**config.mk**
```make
export PLATFORM = sky130hd
export DESIGN_NAME = host_dma_slave
export DESIGN_NICKNAME = d
export VERILOG_FILES = /design/src/rtl/host_port_pkg.sv /design/src/rtl/hport_ctrl.sv /design/src/rtl/hport_datapath.sv /design/src/rtl/host_dma_slave.sv
export SDC_FILE = /design/constraint.sdc
export NUM_CORES = 1
export LEC_CHECK = 0
export BUFFER_PORTS_ARGS = -buffer_cell sky130_fd_sc_hd__clkbuf_2
export CORE_ASPECT_RATIO = 1.4
export CORE_MARGIN = 3
export CORE_UTILIZATION = 52
export CTS_CLUSTER_SIZE = 25
export DETAILED_ROUTE_END_ITERATION = 10
export PLACE_DENSITY = 0.75
export SYNTH_ARGS = -nofsm -noshare
export SYNTH_HDL_FRONTEND = slang
export SYNTH_SLANG_ARGS = --single-unit
```
**constraint.sdc**
```tcl
create_clock -name clk -period 3.51 [get_ports clk]
set_clock_uncertainty 0.2 [all_clocks]
set_input_delay 0.8775 -clock clk [delete_from_list [all_inputs] [get_ports clk]]
set_output_delay 0.8775 -clock clk [all_outputs]
set_load 0.01 [all_outputs]
```
**src/rtl/host_port_pkg.sv**
```systemverilog
package host_port_pkg;

  // Strobes from the control FSM to the datapath, one per host action
  typedef struct packed {
    logic holdLo;      // latch first byte of an 8-bit write
    logic pushWord;    // push packed host word
    logic loadData;    // load read register from FIFO head
    logic popWord;     // pop FIFO head for the host
    logic loadStatus;  // load read register with status
    logic clearRead;   // load read register with zero
    logic flush;       // empty the FIFO
  } strobeT;

endpackage

```
**src/rtl/hport_ctrl.sv**
```systemverilog
module hport_ctrl
  import host_port_pkg::*;
#(
  parameter int DEPTH = 8,
  parameter int LVL_W = 4
) (
  input  logic             clk,
  input  logic             rstN,
  input  logic             ctlWr,
  input  logic [3:0]       ctlWrData,
  input  logic             hostCsN,
  input  logic             hostRdN,
  input  logic             hostWrN,
  input  logic             hostAddrSel,
  input  logic [15:0]      hostDataIn,
  input  logic [LVL_W-1:0] level,
  output strobeT           stb,
  output logic             enable,
  output logic             wide,
  output logic             bigEnd,
  output logic             ackMode,
  output logic             dirWrite,
  output logic             secondByte,
  output logic [15:0]      cfgWord,
  output logic             cfgStrobe,
  output logic             hostAck,
  output logic             hostIrq
);

  logic active, isWr, isRd, dataWrGo, dataRdGo, canGo, commit, doneFlag;
  logic fifoFull, fifoEmpty, cfgHit;

  assign fifoFull  = (level == LVL_W'(DEPTH));
  assign fifoEmpty = (level == '0);

  assign isWr     = !hostWrN;
  assign isRd     = hostWrN && !hostRdN;
  assign active   = enable && !hostCsN && (isWr || isRd);
  assign dataWrGo = isWr && !hostAddrSel && dirWrite;
  assign dataRdGo = isRd && !hostAddrSel && !dirWrite;

  always_comb begin
    if (dataWrGo)      canGo = !fifoFull || (!wide && !secondByte);
    else if (dataRdGo) canGo = !fifoEmpty;
    else               canGo = 1'b1;
  end

  assign commit = active && canGo && !doneFlag;
  assign cfgHit = commit && isWr && hostAddrSel;

  always_comb begin
    stb            = '0;
    stb.holdLo     = commit && dataWrGo && !wide && !secondByte;
    stb.pushWord   = commit && dataWrGo && (wide || secondByte);
    stb.loadData   = commit && dataRdGo;
    stb.popWord    = commit && dataRdGo && (wide || secondByte);
    stb.loadStatus = commit && isRd && hostAddrSel;
    stb.clearRead  = commit && isRd && !hostAddrSel && dirWrite;
    stb.flush      = cfgHit || ctlWr;
  end

  always_ff @(posedge clk or negedge rstN) begin
    if (!rstN) begin
      doneFlag   <= 1'b0;
      secondByte <= 1'b0;
      enable     <= 1'b0;
      wide       <= 1'b0;
      bigEnd     <= 1'b0;
      ackMode    <= 1'b0;
      dirWrite   <= 1'b0;
      cfgWord    <= '0;
      cfgStrobe  <= 1'b0;
    end else begin
      if (!active)     doneFlag <= 1'b0;
      else if (commit) doneFlag <= 1'b1;

      if (stb.flush)
        secondByte <= 1'b0;
      else if (commit && !wide && (dataWrGo || dataRdGo))
        secondByte <= !secondByte;

      if (ctlWr) begin
        enable  <= ctlWrData[0];
        wide    <= ctlWrData[1];
        bigEnd  <= ctlWrData[2];
        ackMode <= ctlWrData[3];
      end

      cfgStrobe <= cfgHit;
      if (cfgHit) begin
        cfgWord  <= wide ? hostDataIn : {8'h00, hostDataIn[7:0]};
        dirWrite <= hostDataIn[0];
      end
    end
  end

  assign hostAck = enable && (ackMode ? doneFlag : 1'b1);
  assign hostIrq = enable && !ackMode && (dirWrite ? fifoEmpty : fifoFull);

endmodule

```
**src/rtl/hport_datapath.sv**
```systemverilog
module hport_datapath
  import host_port_pkg::*;
#(
  parameter int DEPTH = 8,
  parameter int LVL_W = 4
) (
  input  logic             clk,
  input  logic             rstN,
  input  strobeT           stb,
  input  logic             enable,
  input  logic             wide,
  input  logic             bigEnd,
  input  logic             dirWrite,
  input  logic             secondByte,
  input  logic [15:0]      hostDataIn,
  input  logic             toIntReady,
  input  logic [15:0]      fromIntData,
  input  logic             fromIntValid,
  output logic [LVL_W-1:0] level,
  output logic [15:0]      toIntData,
  output logic             toIntValid,
  output logic             fromIntReady,
  output logic [15:0]      hostDataOut
);

  localparam int PTR_W = (DEPTH > 1) ? $clog2(DEPTH) : 1;

  function automatic logic [15:0] swapBytes(input logic [15:0] w);
    return {w[7:0], w[15:8]};
  endfunction

  function automatic logic [PTR_W-1:0] nextPtr(input logic [PTR_W-1:0] p);
    return (p == PTR_W'(DEPTH - 1)) ? '0 : p + 1'b1;
  endfunction

  logic [15:0]      mem [DEPTH];
  logic [PTR_W-1:0] rdPtr, wrPtr;
  logic [7:0]       holdByte;
  logic [15:0]      hostWord, pushData, head, status;
  logic             intPush, intPop, push, pop;

  assign head         = mem[rdPtr];
  assign toIntData    = head;
  assign toIntValid   = enable && dirWrite && (level != '0);
  assign fromIntReady = enable && !dirWrite && (level != LVL_W'(DEPTH));
  assign intPop       = toIntValid && toIntReady;
  assign intPush      = fromIntValid && fromIntReady;

  always_comb begin
    if (wide)        hostWord = bigEnd ? swapBytes(hostDataIn) : hostDataIn;
    else if (bigEnd) hostWord = {holdByte, hostDataIn[7:0]};
    else             hostWord = {hostDataIn[7:0], holdByte};
  end

  assign push     = stb.pushWord || intPush;
  assign pop      = stb.popWord || intPop;
  assign pushData = stb.pushWord ? hostWord : fromIntData;
  assign status   = 16'(level) | (16'(dirWrite) << LVL_W);

  always_ff @(posedge clk) begin
    if (push && !stb.flush) mem[wrPtr] <= pushData;
  end

  always_ff @(posedge clk or negedge rstN) begin
    if (!rstN) begin
      rdPtr       <= '0;
      wrPtr       <= '0;
      level       <= '0;
      holdByte    <= '0;
      hostDataOut <= '0;
    end else begin
      if (stb.flush) begin
        rdPtr <= '0;
        wrPtr <= '0;
        level <= '0;
      end else begin
        if (push) wrPtr <= nextPtr(wrPtr);
        if (pop)  rdPtr <= nextPtr(rdPtr);
        if (push && !pop)      level <= level + 1'b1;
        else if (pop && !push) level <= level - 1'b1;
      end

      if (stb.holdLo) holdByte <= hostDataIn[7:0];

      if (stb.loadStatus)
        hostDataOut <= status;
      else if (stb.clearRead)
        hostDataOut <= '0;
      else if (stb.loadData) begin
        if (wide) hostDataOut <= bigEnd ? swapBytes(head) : head;
        else      hostDataOut <= {8'h00, (secondByte ^ bigEnd) ? head[15:8] : head[7:0]};
      end
    end
  end

endmodule

```
**src/rtl/host_dma_slave.sv**
```systemverilog
module host_dma_slave
  import host_port_pkg::*;
#(
  parameter int DEPTH = 8
) (
  input  logic        clk,
  input  logic        rstN,
  input  logic        ctlWr,
  input  logic [3:0]  ctlWrData,
  input  logic        hostCsN,
  input  logic        hostRdN,
  input  logic        hostWrN,
  input  logic        hostAddrSel,
  input  logic [15:0] hostDataIn,
  output logic [15:0] hostDataOut,
  output logic        hostDataOe,
  output logic        hostAck,
  output logic        hostIrq,
  output logic [15:0] cfgWord,
  output logic        cfgStrobe,
  output logic [15:0] toIntData,
  output logic        toIntValid,
  input  logic        toIntReady,
  input  logic [15:0] fromIntData,
  input  logic        fromIntValid,
  output logic        fromIntReady
);

  localparam int LVL_W = $clog2(DEPTH + 1);

  strobeT           stb;
  logic             enable, wide, bigEnd, ackMode, dirWrite, secondByte;
  logic [LVL_W-1:0] level;

  hport_ctrl #(.DEPTH(DEPTH), .LVL_W(LVL_W)) u_ctrl (
    .clk(clk), .rstN(rstN), .ctlWr(ctlWr), .ctlWrData(ctlWrData),
    .hostCsN(hostCsN), .hostRdN(hostRdN), .hostWrN(hostWrN),
    .hostAddrSel(hostAddrSel), .hostDataIn(hostDataIn), .level(level),
    .stb(stb), .enable(enable), .wide(wide), .bigEnd(bigEnd),
    .ackMode(ackMode), .dirWrite(dirWrite), .secondByte(secondByte),
    .cfgWord(cfgWord), .cfgStrobe(cfgStrobe),
    .hostAck(hostAck), .hostIrq(hostIrq)
  );

  hport_datapath #(.DEPTH(DEPTH), .LVL_W(LVL_W)) u_dp (
    .clk(clk), .rstN(rstN), .stb(stb), .enable(enable), .wide(wide),
    .bigEnd(bigEnd), .dirWrite(dirWrite), .secondByte(secondByte),
    .hostDataIn(hostDataIn), .toIntReady(toIntReady),
    .fromIntData(fromIntData), .fromIntValid(fromIntValid),
    .level(level), .toIntData(toIntData), .toIntValid(toIntValid),
    .fromIntReady(fromIntReady), .hostDataOut(hostDataOut)
  );

  assign hostDataOe = enable && !hostCsN && !hostRdN;

endmodule

```
Yosys cells after proc, flatten, opt, wreduce, memory -nomap -nowiden
Memory sizes are Yosys's and may differ from the RTL's.
Cells that the tools add are included.
- register bits: 58
- bits in writable memories: 128
- memories: 1
- logic and storage cells: 121
- output and inout bits: 54
- memories (name ; words ; bits a word ; read ports ; clocked after Yosys merged registers in ; write ports ; RTL line ; RTL):
    u_dp.mem ; 8 ; 16 ; 1 ; 0 ; 1 ; hport_datapath.sv:36 ; logic [15:0] mem [DEPTH];
- muxes and demuxes: 30
- reductions and logical operators: 65
- equality and inequality tests: 5
- bitwise logic cells: 2
- add/sub/neg operators: 4
- operators by type and width (cell ; count):
    $mux 16 ; 10
    $logic_and 1x1->1 ; 37
    $mux 3 ; 6
    $logic_not 1->1 ; 14
    $mux 4 ; 3
    $mux 1 ; 10
    $mux 8 ; 1
    $logic_or 1x1->1 ; 7
    $add 3x1->3 const B ; 2
    $eq 3x3->1 const B ; 2
    $reduce_bool 2->1 ; 3
    $reduce_bool 3->1 ; 2
    $or 4x5->5 ; 1
    $add 4x1->4 const B ; 1
    $eq 4x4->1 const B ; 1
    $logic_not 4->1 ; 1
    $ne 4x4->1 const B ; 1
    $reduce_bool 4->1 ; 1
    $sub 4x1->4 const B ; 1
    $ne 2x2->1 const B ; 1
    $xor 1x1->1 ; 1

Depth between registers and ports, before layout
Gate-level depths: netlist of run 1.
- depth in word-level cells: 16
- gate-level depth with buffers: 12
- gate-level depth less buffers: 10

Cells and area by module
From an unflattened synthesis of run 1, not the netlist that was laid out.
- cell total of the unflattened synthesis: 542
- area, all modules: 8340.5 µm²
- by module, submodules not included (module ; cells each ; area an instance (µm²) ; times used):
    hport_datapath ; 440 ; 7189.4 ; 1
    hport_ctrl ; 101 ; 1138.6 ; 1
    host_dma_slave ; 1 ; 12.5 ; 1

Worst setup path after synthesis of run 1
Ideal clock, no wire load.
- path type: in2reg
- start: in hostCsN
- end: mem u_dp.mem[0][0] (enable)
- path buffers: 1
- data required time: 2901 ps
- cell stages on the path: 6
- setup slack: -394 ps
- arrival time: 3295 ps
- cells stage by stage: nand2b_1 > a211oi_2 > a32oi_1 > buf_2 > or3_1 > nor3_1
- cells in the longest elaborated chain, start to end: 12
- elaborated cells between the ends (all ways): 15
- classes of those cells: mux: 2; reduce/logical: 13
- ends and longest elaborated chain (element ; RTL line ; RTL):
    start: declaration ; host_dma_slave.sv:10 ; input logic hostCsN,
    $logic_not 1->1 * ; hport_ctrl.sv:38 ; assign active = enable && !hostCsN && (isWr || isRd);
    $logic_and 1x1->1 * (2 in a row) ; hport_ctrl.sv:38 ;
    $logic_and 1x1->1 * (2 in a row) ; hport_ctrl.sv:48 ; assign commit = active && canGo && !doneFlag;
    $logic_and 1x1->1 (2 in a row) ; hport_ctrl.sv:49 ; assign cfgHit = commit && isWr && hostAddrSel;
    $logic_or 1x1->1 ; hport_ctrl.sv:59 ; stb.flush = cfgHit || ctlWr;
    $logic_not 1->1 ; hport_datapath.sv:61 ; if (push && !stb.flush) mem[wrPtr] <= pushData;
    $logic_and 1x1->1 * ; hport_datapath.sv:61 ;
    $mux 1 * ; hport_datapath.sv:61 ;
    $mux 1 (implied by the code) * ; hport_datapath.sv:61 ;
    end: declaration ; hport_datapath.sv:36 ;
Mark *: on every way between the ends. The rest lies on a longest branch, timed or not.

Final worst setup path of run 1
- start: reg u_dp.rdPtr[0]
- end: out toIntData[14]
- cells in the longest elaborated chain, start to end: 1
- ends and longest elaborated chain (element ; RTL line ; RTL):
    start: declaration ; hport_datapath.sv:37 ; logic [PTR_W-1:0] rdPtr, wrPtr;
    start signal: assignment ; hport_datapath.sv:78 ; if (pop) rdPtr <= nextPtr(rdPtr);
    $mem_v2 8x16 ; - ;
    end: declaration ; host_dma_slave.sv:21 ; output logic [15:0] toIntData,
Every way passes these cells.

==> run metrics, run 1 <==
status completed; number of cell rows 54; Avg WL per Cell 20.55 um; all-layer global routing usage roughly 22%; cell-by-cell trace of the critical path buf_4, mux4_2, mux2i_1, buf_4, inv_1, clkbuf_2; unrepaired setup endpoints after global routing false; number of global-route vias before repair approximately 5400; first-pass GRT wire length ~30000 um; sort of element at the end of the critical path output pin; aggregate global routing overflow 0; post-place instance area ~0.009 mm2; horizontal die dimension 112.8 um; number of synthesized flops with an enable pin roughly 130; diodes inserted 0; area of all sequential standard cells ~0.0053 mm2; most repeated cell in the gate-level netlist after synthesis edfxtp_1; kind of cell with the highest combined delay on the critical path buffers and inverters; warning count from the yosys run 0; power after layout about 5.1 mW; multi-input logic area ~0.0029 mm2; Static Leak around 3.9 nW; routability congestion estimate from global placement roughly 0.86; average vias per placed instance 5.795; Worst R2R Setup Slack approximately 0.16 ns; hold-fix buffers at CTS 0; routed vias 5360; count of endpoints failing hold in the final timing report 0; final non-filler cell area 0.009832 mm2; Synth Cell Area 0.008298 mm2; Setup CP Type reg -> out; DRT antenna net count 0; most used standard cells in the synthesized netlist edfxtp_1 (128), nand2_1 (66), dfrtp_1 (57); Filler Cell Count 1155; proportion of synthesized flip-flops having asynchronous set or reset 30.81%; Avg Cell Area, Syn 14.04 um2; initial standard-cell utilization of the core 53.17%; aggregate negative setup slack 0 ns; worst slew pin tran 1.129 ns; maximum number of pins on one net before global-route repair 45; Min-Delay Path Class in -> async; minimum setup slack in the final design ~0.16 ns; final setup fails 0; clock tree buffer depth 2; sequential fraction of the synthesis area 63.51%; crit start category flip-flop; most frequent CP cell buf_4; required time reported for the critical path endpoint 2.43 ns; total number of nets in the final design slightly below 800; power per cell area 521.2 mW/mm2; count of cell types in the netlist 53; CTS tree built; First-pass DRT Iterations 5; root buf cell clkbuf_16; worst skew pair latency 0.43 ns; highest achievable clock rate between 0.2 and 0.3 GHz; number of CTS-inserted buffers 17; max-cap violation count 0; remaining max-slew budget at the tightest pin 24.17%; clock transition time at the flip-flop clock pins of the worst setup and hold paths approximately 0.060 ns; syn nets 643; count of buffer and inverter cells on the critical path 4; area growth from synthesis to final layout 18.49%; overall routed net length around 19000 um; core area between 0.015 and 0.02 mm2; peak fanout along the critical path 25; Clock Sink Count roughly 190; number of antenna violations at the first check in global routing 0; post-route fraction of the period consumed by the critical path 95.35%; count of mapped cells out of synthesis 591; maximum single-stage delay on the critical path between 0.5 and 0.6 ns; leading cell types by total area after synthesis edfxtp_1 (46%), dfrtp_1 (17%), mux4_2 (8.7%); final routed DRC violation total 0; worst vdd rail ir drop between 300 and 400 uV; count of port buffers added during placement a little under 100; final period demand of the worst path ~3.3 ns; cell accounting for the most synthesized area edfxtp_1; pre-CTS setup slack -0.06676 ns; Clock H-tree levels 4; DRC violation total after the first TritonRoute iteration 310; Boundary Pins between 90 and 100; Arr. time, crit path about 2.3 ns; slowest stage cell on the critical path mux4_2; share of Yosys cell area claimed by the top area cell type a little under half; Slew Viols, Final 0; die extent in y roughly 160 um; full die area ~0.018 mm2; layout cells sized above 1 a little over a third; synthesized flop and latch total around 190; HPWL reported at the end of detailed placement 13120 um; Synth Flop Type edfxtp_1
-- per-layer routing --
metal  GRT usage [%]  vias up  wire length, um
met3           4.747       39              828
li1                -     2460                -
met1           27.15     2712             7378
met4           8.591        0              590
met5               0        -                0
met2           38.93      149            10210
-- cell families after synthesis --
| group | share of synthesized area (%) |
|---|---|
| flip-flops | 63.51 |
| AND/OR/NAND/NOR | 9.801 |
| AO/OA/AOI/OAI | 6.786 |
| multiplexers | 15.98 |
| buffers and inverters | 2.262 |
| adder cells (fa/ha/maj) | 1.146 |
| XOR/XNOR | 0.5128 |
-- area by class of cell --
| cell class | instances | share of cell area (%) |
|---|---|---|
| sequential | 185 | 53.64 |
| clock buffer | 18 | 4.365 |
| multi-input combinational | 360 | 29.04 |
| tap | 196 | 2.494 |
| timing repair buffer | 140 | 8.450 |
| clock inverter | 13 | 1.514 |
| inverter | 13 | 0.4963 |
-- worst register-to-register path: stages (launching register included) --
cell     delay, ns
dfrtp_2       0.46
or4_4         0.59
and4_4        0.23
a41oi_4       0.18
or2b_1        0.27
ha_1          0.27
a21o_2        0.21
a21o_1        0.18
or3b_1        0.41
a21o_1        0.17
a21oi_1       0.11
-- flip-flops by register name, indices dropped and copies added, names as in the netlist --
name               cells
u_ctrl.ackMode         1
u_ctrl.bigEnd          1
u_ctrl.cfgStrobe       1
u_ctrl.cfgWord        16
u_ctrl.doneFlag        1
u_ctrl.enable          1
u_ctrl.secondByte      1
u_ctrl.wide            1
u_dp.holdByte          8
u_dp.hostDataOut      16
u_dp.level             4
u_dp.mem             128
u_dp.rdPtr             3
u_dp.wrPtr             3
-- placed cells by master, fill, tap and decap left out, types with 4 or more instances in the layout --
master     synthesis  final
nand3_1            9      9
nor2_1            44     44
edfxtp_1         128    128
buf_4              1     40
mux2_2            36     36
clkinv_4           0      4
inv_1             12     12
nand2b_1          14     14
clkbuf_16          0     17
clkbuf_2           0     98
mux2i_1           20     20
o211ai_1           8      8
o21ai_0           35     35
dfrtp_1           57     54
mux4_2            32     32
ha_1               6      6
nand2_1           66     66
a21oi_1           37     37
or3_1              6      6
-- worst paths after layout --
path,start,to,depth (start not counted)
hold reg to reg,u_ctrl.cfgWord[10],u_ctrl.cfgWord[10],2
hold / removal,rstN,u_dp.level[1],2
min in group clk,u_ctrl.cfgWord[10],u_ctrl.cfgWord[10],2
setup reg to reg,u_dp.level[1],u_dp.level[3],10
max in group asynchronous,rstN,u_ctrl.bigEnd,2
setup / recovery,u_dp.rdPtr[0],toIntData[14],6
-- where the power goes --
part	switching (mW)	total (mW)	internal, mW
Clock	0.810	1.86	1.05
Sequential	0.0969	2.56	2.46
Combinational	0.392	0.707	0.315
Total	1.30	5.12	3.83
-- repair_timing --
item / CTS / global route
endpoints found under the setup margin: 0 / 1
hold endpoints to repair: 0 / 0
resized for setup: 0 / 2
setup buffers: 0 / 0
-- per-stage QoR --
stage	hold WS (ns)	instances	utilization, %
floorplan	0.2886	591	-
global placement	0.2526	894	59.28
detailed placement	0.2546	894	59.28
CTS	0.2222	925	62.98
global route	0.2402	925	63.00
finish	0.2253	925	63.00
Note: power is estimated with default switching activity, not from simulation.
==> inputs of run 2 (changes only) <==
==> constraint.sdc (replaced) <==
create_clock -name clk -period 3.51 [get_ports clk]
set_clock_uncertainty 0.2 [all_clocks]
set_input_delay 0.8775 -clock clk [delete_from_list [all_inputs] [get_ports clk]]
set_output_delay 0.8775 -clock clk [all_outputs]
set_load 0.05 [all_outputs]
==> run 2 against run 1 <==
- clock power barely moved
- final area fell by 0.62%
- power rose by 5.6%
- via count fell by 0.69%
- first-iteration DRC count rose by 47%
- global-route usage rose by 0.28 points
- critical endpoint unchanged
- largest cell class unchanged
- highest routed layer unchanged
==> run metrics, run 2 (synthesis results as in run 1) <==
HPWL reported at the end of detailed placement about 13000 um; CTS tree built; die extent in y roughly 160 um; remaining max-slew budget at the tightest pin between 20% and 30%; final setup fails 0; Slew Viols, Final 0; aggregate global routing overflow 0; DRC violation total after the first TritonRoute iteration about 460; number of global-route vias before repair approximately 5500; peak fanout along the critical path 14; status completed; slowest stage cell on the critical path mux4_2; kind of cell with the highest combined delay on the critical path multiplexers; count of port buffers added during placement ~100; layout cells sized above 1 35.37%; final non-filler cell area 0.009771 mm2; first-pass GRT wire length between 30000 and 40000 um; final core utilization between 60% and 70%; Min-Delay Path Class reg -> reg; DRT antenna net count 0; count of endpoints failing hold in the final timing report 0; all-layer global routing usage a little under a quarter; count of buffer and inverter cells on the critical path 3; worst skew pair latency between 0.4 and 0.5 ns; Largest register FFs roughly 130; area growth from synthesis to final layout 17.75%; clock transition time at the flip-flop clock pins of the worst setup and hold paths 0.07 ns; Boundary Pins 99; routed vias roughly 5300; Setup CP Type reg -> out; average vias per placed instance roughly 5.8; Static Leak 3.863 nW; final period demand of the worst path 3.416 ns; initial standard-cell utilization of the core between 50 and 60%; post-place instance area between 0.009 and 0.01 mm2; biggest registers after layout u_dp.mem x128, u_ctrl.cfgWord x16, u_dp.hostDataOut x16; number of cell rows 54; Filler Cell Count between 1000 and 1500; required time reported for the critical path endpoint about 2.4 ns; post-route fraction of the period consumed by the critical path between 90% and 100%; maximum number of pins on one net before global-route repair 45; overall routed net length approximately 19000 um; root buf cell clkbuf_16; diodes inserted 0; aggregate negative setup slack 0 ns; Clock Sink Count ~190; horizontal die dimension ~110 um; leading cell type in the layout, fill and taps excluded edfxtp_1; final routed DRC violation total 0; unrepaired setup endpoints after global routing false; power per cell area 553.7 mW/mm2; core area between 0.015 and 0.02 mm2; First-pass DRT Iterations 6; sort of element at the end of the critical path output pin; crit start category flip-flop; total number of nets in the final design 760; number of CTS-inserted buffers 17; cell-by-cell trace of the critical path buf_4, mux4_2, mux2i_1, inv_1, clkbuf_2; max-cap violation count 0; # Post-CTS Setup Buffers 0; leading cell types in the layout, fill and taps excluded edfxtp_1 (128), clkbuf_2 (98), nand2_1 (66); number of antenna violations at the first check in global routing 0; Avg WL per Cell around 21 um; highest achievable clock rate 0.2928 GHz; worst slew pin tran ~1.2 ns; register bank with the most flops u_dp.mem; Clock H-tree levels 4; worst vdd rail ir drop 348.2 uV; maximum single-stage delay on the critical path 0.55 ns; clock tree buffer depth 2; routability congestion estimate from global placement 0.8232; Arr. time, crit path about 2.3 ns; full die area ~0.018 mm2
-- run 2: final cells by class --
cell class / instances / area [um2] / share of cell area, %
multi-input cells: 360 / 2875 / 29.43
clock buffers: 17 / 425.4 / 4.354
well taps: 196 / 245.2 / 2.510
inverters: 13 / 48.80 / 0.4994
repair buffers: 131 / 750.7 / 7.683
flip-flops and latches: 185 / 5271 / 53.95
clock inverters: 15 / 153.9 / 1.575
-- run 2: timing repair --
action | 4_1_cts | 5_1_grt
gates resized for setup | 0 | 2
hold buffers | 0 | 0
endpoints found under the setup margin | 0 | 2
-- run 2: metrics by stage --
stage	instances	setup slack (ns)	hold WS [ns]	total power, mW
5_1_grt	917	0.002111	0.3020	5.601
4_1_cts	917	0.03537	0.2792	5.433
3_3_place_gp	885	-0.02415	0.2537	3.559
6_report	917	0.09435	0.2770	5.410
2_1_floorplan	591	0.02888	0.2886	3.302
3_5_place_dp	885	-0.1562	0.2630	3.599
-- run 2: power breakdown --
| part | switching (mW) | internal [mW] | leakage, nW | total, mW |
|---|---|---|---|---|
| clock | 0.906 | 0.950 | 0.278 | 1.86 |
| sequential | 0.0970 | 2.46 | 1.90 | 2.55 |
| combinational | 0.694 | 0.308 | 1.68 | 1.00 |
| total | 1.70 | 3.71 | 3.86 | 5.41 |
-- run 2: path summary, 6_finish.rpt --
check                      cells after the start  slack, ns                from                   end
max reg2reg                                   10       0.14       u_dp.level[0]         u_dp.level[3]
max in group asynchronous                      2       2.08                rstN    u_ctrl.cfgWord[11]
min reg2reg                                    2       0.28  u_ctrl.cfgWord[10]    u_ctrl.cfgWord[10]
min in group asynchronous                      1       0.31                rstN  u_dp.hostDataOut[14]
min                                            2       0.28  u_ctrl.cfgWord[10]    u_ctrl.cfgWord[10]
max                                            5       0.09       u_dp.rdPtr[0]         toIntData[14]
-- run 2: routing by layer --
metal / part of all wire (%) / GRT usage, % / vias to the layer above
met5: 0 / 0 / -
met4: 4.1 / 11.11 / 0
met3: 4.5 / 4.047 / 45
met2: 53 / 38.81 / 164
met1: 38 / 27.46 / 2669
li1: - / - / 2445
-- run 2: worst register-to-register path, cell delays in order, from the launching register on --
cell	delay, ns
dfrtp_1	0.47
or4_4	0.59
and4_4	0.23
a41oi_4	0.16
or2b_1	0.29
ha_1	0.29
a21o_2	0.20
a21o_1	0.18
or3b_1	0.40
a21o_1	0.17
a21oi_1	0.12
==> inputs of run 3 (changes only) <==
--- a/config.mk
+++ b/config.mk
@@ -5,12 +5,14 @@
 export SDC_FILE = /design/constraint.sdc
 export NUM_CORES = 1
 export LEC_CHECK = 0
+export ABC_AREA = 1
 export BUFFER_PORTS_ARGS = -buffer_cell sky130_fd_sc_hd__clkbuf_2
 export CORE_ASPECT_RATIO = 1.4
 export CORE_MARGIN = 3
 export CORE_UTILIZATION = 52
 export CTS_CLUSTER_SIZE = 25
 export DETAILED_ROUTE_END_ITERATION = 10
+export MAX_ROUTING_LAYER = met4
 export PLACE_DENSITY = 0.75
 export SYNTH_ARGS = -nofsm -noshare
 export SYNTH_HDL_FRONTEND = slang
==> run 3 against run 2 <==
- fmax rose by 1.1%
- clock-buffer cell count rose by 1
- final area rose by 7.5%
- largest power group unchanged
- power rose by 8.8%
- largest cell class unchanged
- critical path depth rose by 2
- setup slack improved by 0.036 ns
- sequential share of layout area fell by 3.8 points
- via count rose by 34%
==> run metrics, run 3 <==
status completed; average vias per placed instance 5.388; syn nets approximately 1000; sort of element at the end of the critical path output pin; power per cell area ~560 mW/mm2; Arr. time, crit path between 2 and 2.5 ns; final setup fails 0; number of antenna violations at the first check in global routing 0; highest achievable clock rate about 0.3 GHz; first-pass GRT wire length 36230 um; aggregate global routing overflow 0; most repeated cell in the gate-level netlist after synthesis nand2_1; full die area between 0.015 and 0.02 mm2; Clock Sink Count about 190; remaining max-slew budget at the tightest pin around 45%; total number of nets in the final design approximately 1100; leading cell types by total area after synthesis edfxtp_1 (42%), dfrtp_1 (16%), nand2_1 (12%); # Post-CTS Setup Buffers 0; required time reported for the critical path endpoint between 2 and 2.5 ns; peak fanout along the critical path 18; leading cell types in the layout, fill and taps excluded nand2_1 (281), edfxtp_1 (128), clkbuf_2 (93); worst slew pin tran roughly 0.8 ns; clock tree buffer depth 2; Clock H-tree levels 4; Slew Viols, Final 0; First-pass DRT Iterations 5; DRT antenna net count 0; power after layout between 5 and 6 mW; number of global-route vias before repair 7042; maximum number of pins on one net before global-route repair 68; DRC violation total after the first TritonRoute iteration 560; Avg WL per Cell 16.81 um; number of synthesized flops with an enable pin about 130; cell accounting for the most synthesized area edfxtp_1; routed vias about 7100; layout cells sized above 1 a little under a fifth; share of Yosys cell area claimed by the top area cell type ~42%; leading cell type in the layout, fill and taps excluded nand2_1; Min-Delay Path Class reg -> reg; CTS tree built; count of cells resized by post-cts repair 0; biggest registers after layout u_dp.mem x128, u_ctrl.cfgWord x16, u_dp.hostDataOut x16; most used standard cells in the synthesized netlist nand2_1 (281), edfxtp_1 (128), inv_1 (88); worst hold margin between 0.2 and 0.3 ns; count of port buffers added during placement around 100; Static Leak between 4 and 5 nW; worst skew pair latency 0.43 ns; core area about 0.017 mm2; unrepaired setup endpoints after global routing true; final core utilization ~62%; post-route fraction of the period consumed by the critical path a little under 100%; Avg Cell Area, Syn 9.262 um2; count of cell types in the netlist 43; Synth Flop Type edfxtp_1; overall routed net length 22180 um; die extent in y around 160 um; synthesized flop and latch total around 190; register bank with the most flops u_dp.mem; worst vdd rail ir drop 443.3 uV; hold-fix buffers at CTS 0; sequential fraction of the synthesis area about three fifths; Setup CP Type reg -> out; HPWL reported at the end of detailed placement between 15000 and 20000 um; diodes inserted 0; Boundary Pins 99; count of endpoints failing hold in the final timing report 0; Largest register FFs about 130; crit start category flip-flop; count of mapped cells out of synthesis 977; proportion of synthesized flip-flops having asynchronous set or reset just over 30%; area growth from synthesis to final layout 16.08%; root buf cell clkbuf_16; Worst R2R Setup Slack roughly 0.74 ns; final period demand of the worst path approximately 3.4 ns; initial standard-cell utilization of the core a little over half; horizontal die dimension 117.5 um; number of CTS-inserted buffers 17; final routed DRC violation total 0; max-cap violation count 0; Synth Cell Area roughly 0.0090 mm2; routability congestion estimate from global placement 0.9200; warning count from the yosys run 0; aggregate negative setup slack 0 ns; clock transition time at the flip-flop clock pins of the worst setup and hold paths ~0.08 ns; all-layer global routing usage 24.69%; number of cell rows 56
run 3: changes by cell type after synthesis, moves of 31 or more:
cell     delta
nand3_1    +63
inv_1      +76
mux4_2     -32
nand2_1   +215
nor2_1     +31
mux2_2     -36
run 3: layer usage:
| layer | up-vias | track usage (%) | share of wire, % |
|---|---|---|---|
| met2 | 260 | 43.63 | 53 |
| met4 | 0 | 7.680 | 2.1 |
| met1 | 3383 | 29.44 | 40 |
| li1 | 3428 | - | - |
| met3 | 36 | 3.657 | 5.1 |
| met5 | - | - | 0 |
run 3: cell families after synthesis:
family | count (synthesis) | synth area share [%]
xor+xnor | 3 | 0.3734
compound gates | 157 | 9.458
flops | 185 | 58.24
buf+inv | 150 | 7.011
fa+ha+maj | 7 | 1.051
simple gates | 475 | 23.87
run 3: area by class of cell:
| type | count | area [um2] |
|---|---|---|
| fillers | 1420 | 6382 |
| flip-flops and latches | 185 | 5273 |
| multi-input cells | 642 | 3144 |
| repair buffers | 126 | 813.3 |
| clock buffers | 18 | 429.2 |
| inverters | 102 | 390.4 |
| well taps | 232 | 290.3 |
| clock inverters | 14 | 163.9 |
run 3: critical path, stage by stage, from the launching register on:
cell and delay, ns:
dfrtp_1 0.38, inv_1 0.50, buf_4 0.24, nor2_1 0.04, o21ai_0 0.06, o21ai_0 0.11, o21a_1 0.32, buf_12 0.22
run 3: stage by stage:
stage,setup slack [ns],instances,cell area [um2]
3_3_place_gp,0.4230,1287,9911
3_5_place_dp,0.3577,1287,9911
6_report,0.1308,1319,10500
4_1_cts,0.1139,1319,10500
5_1_grt,-0.04266,1319,10500
2_1_floorplan,0.3614,977,9049
run 3: worst paths after layout:
| check | from | endpoint | depth (start not counted) |
|---|---|---|---|
| max | u_dp.rdPtr[1] | toIntData[6] | 7 |
| min | u_dp.hostDataOut[7] | u_dp.hostDataOut[7] | 2 |
| max reg2reg | u_ctrl.wide | u_dp.mem[0][4] | 5 |
| min reg2reg | u_dp.hostDataOut[7] | u_dp.hostDataOut[7] | 2 |
| max in group asynchronous | rstN | u_ctrl.cfgWord[11] | 2 |
| min in group asynchronous | rstN | u_dp.hostDataOut[4] | 1 |
run 3: power breakdown:
| part | switching [mW] | internal, mW | total [mW] | leakage [nW] |
|---|---|---|---|---|
| clock network | 0.854 | 1.07 | 1.92 | 0.286 |
| logic | 1.01 | 0.378 | 1.39 | 2.47 |
| registers | 0.109 | 2.46 | 2.57 | 1.90 |
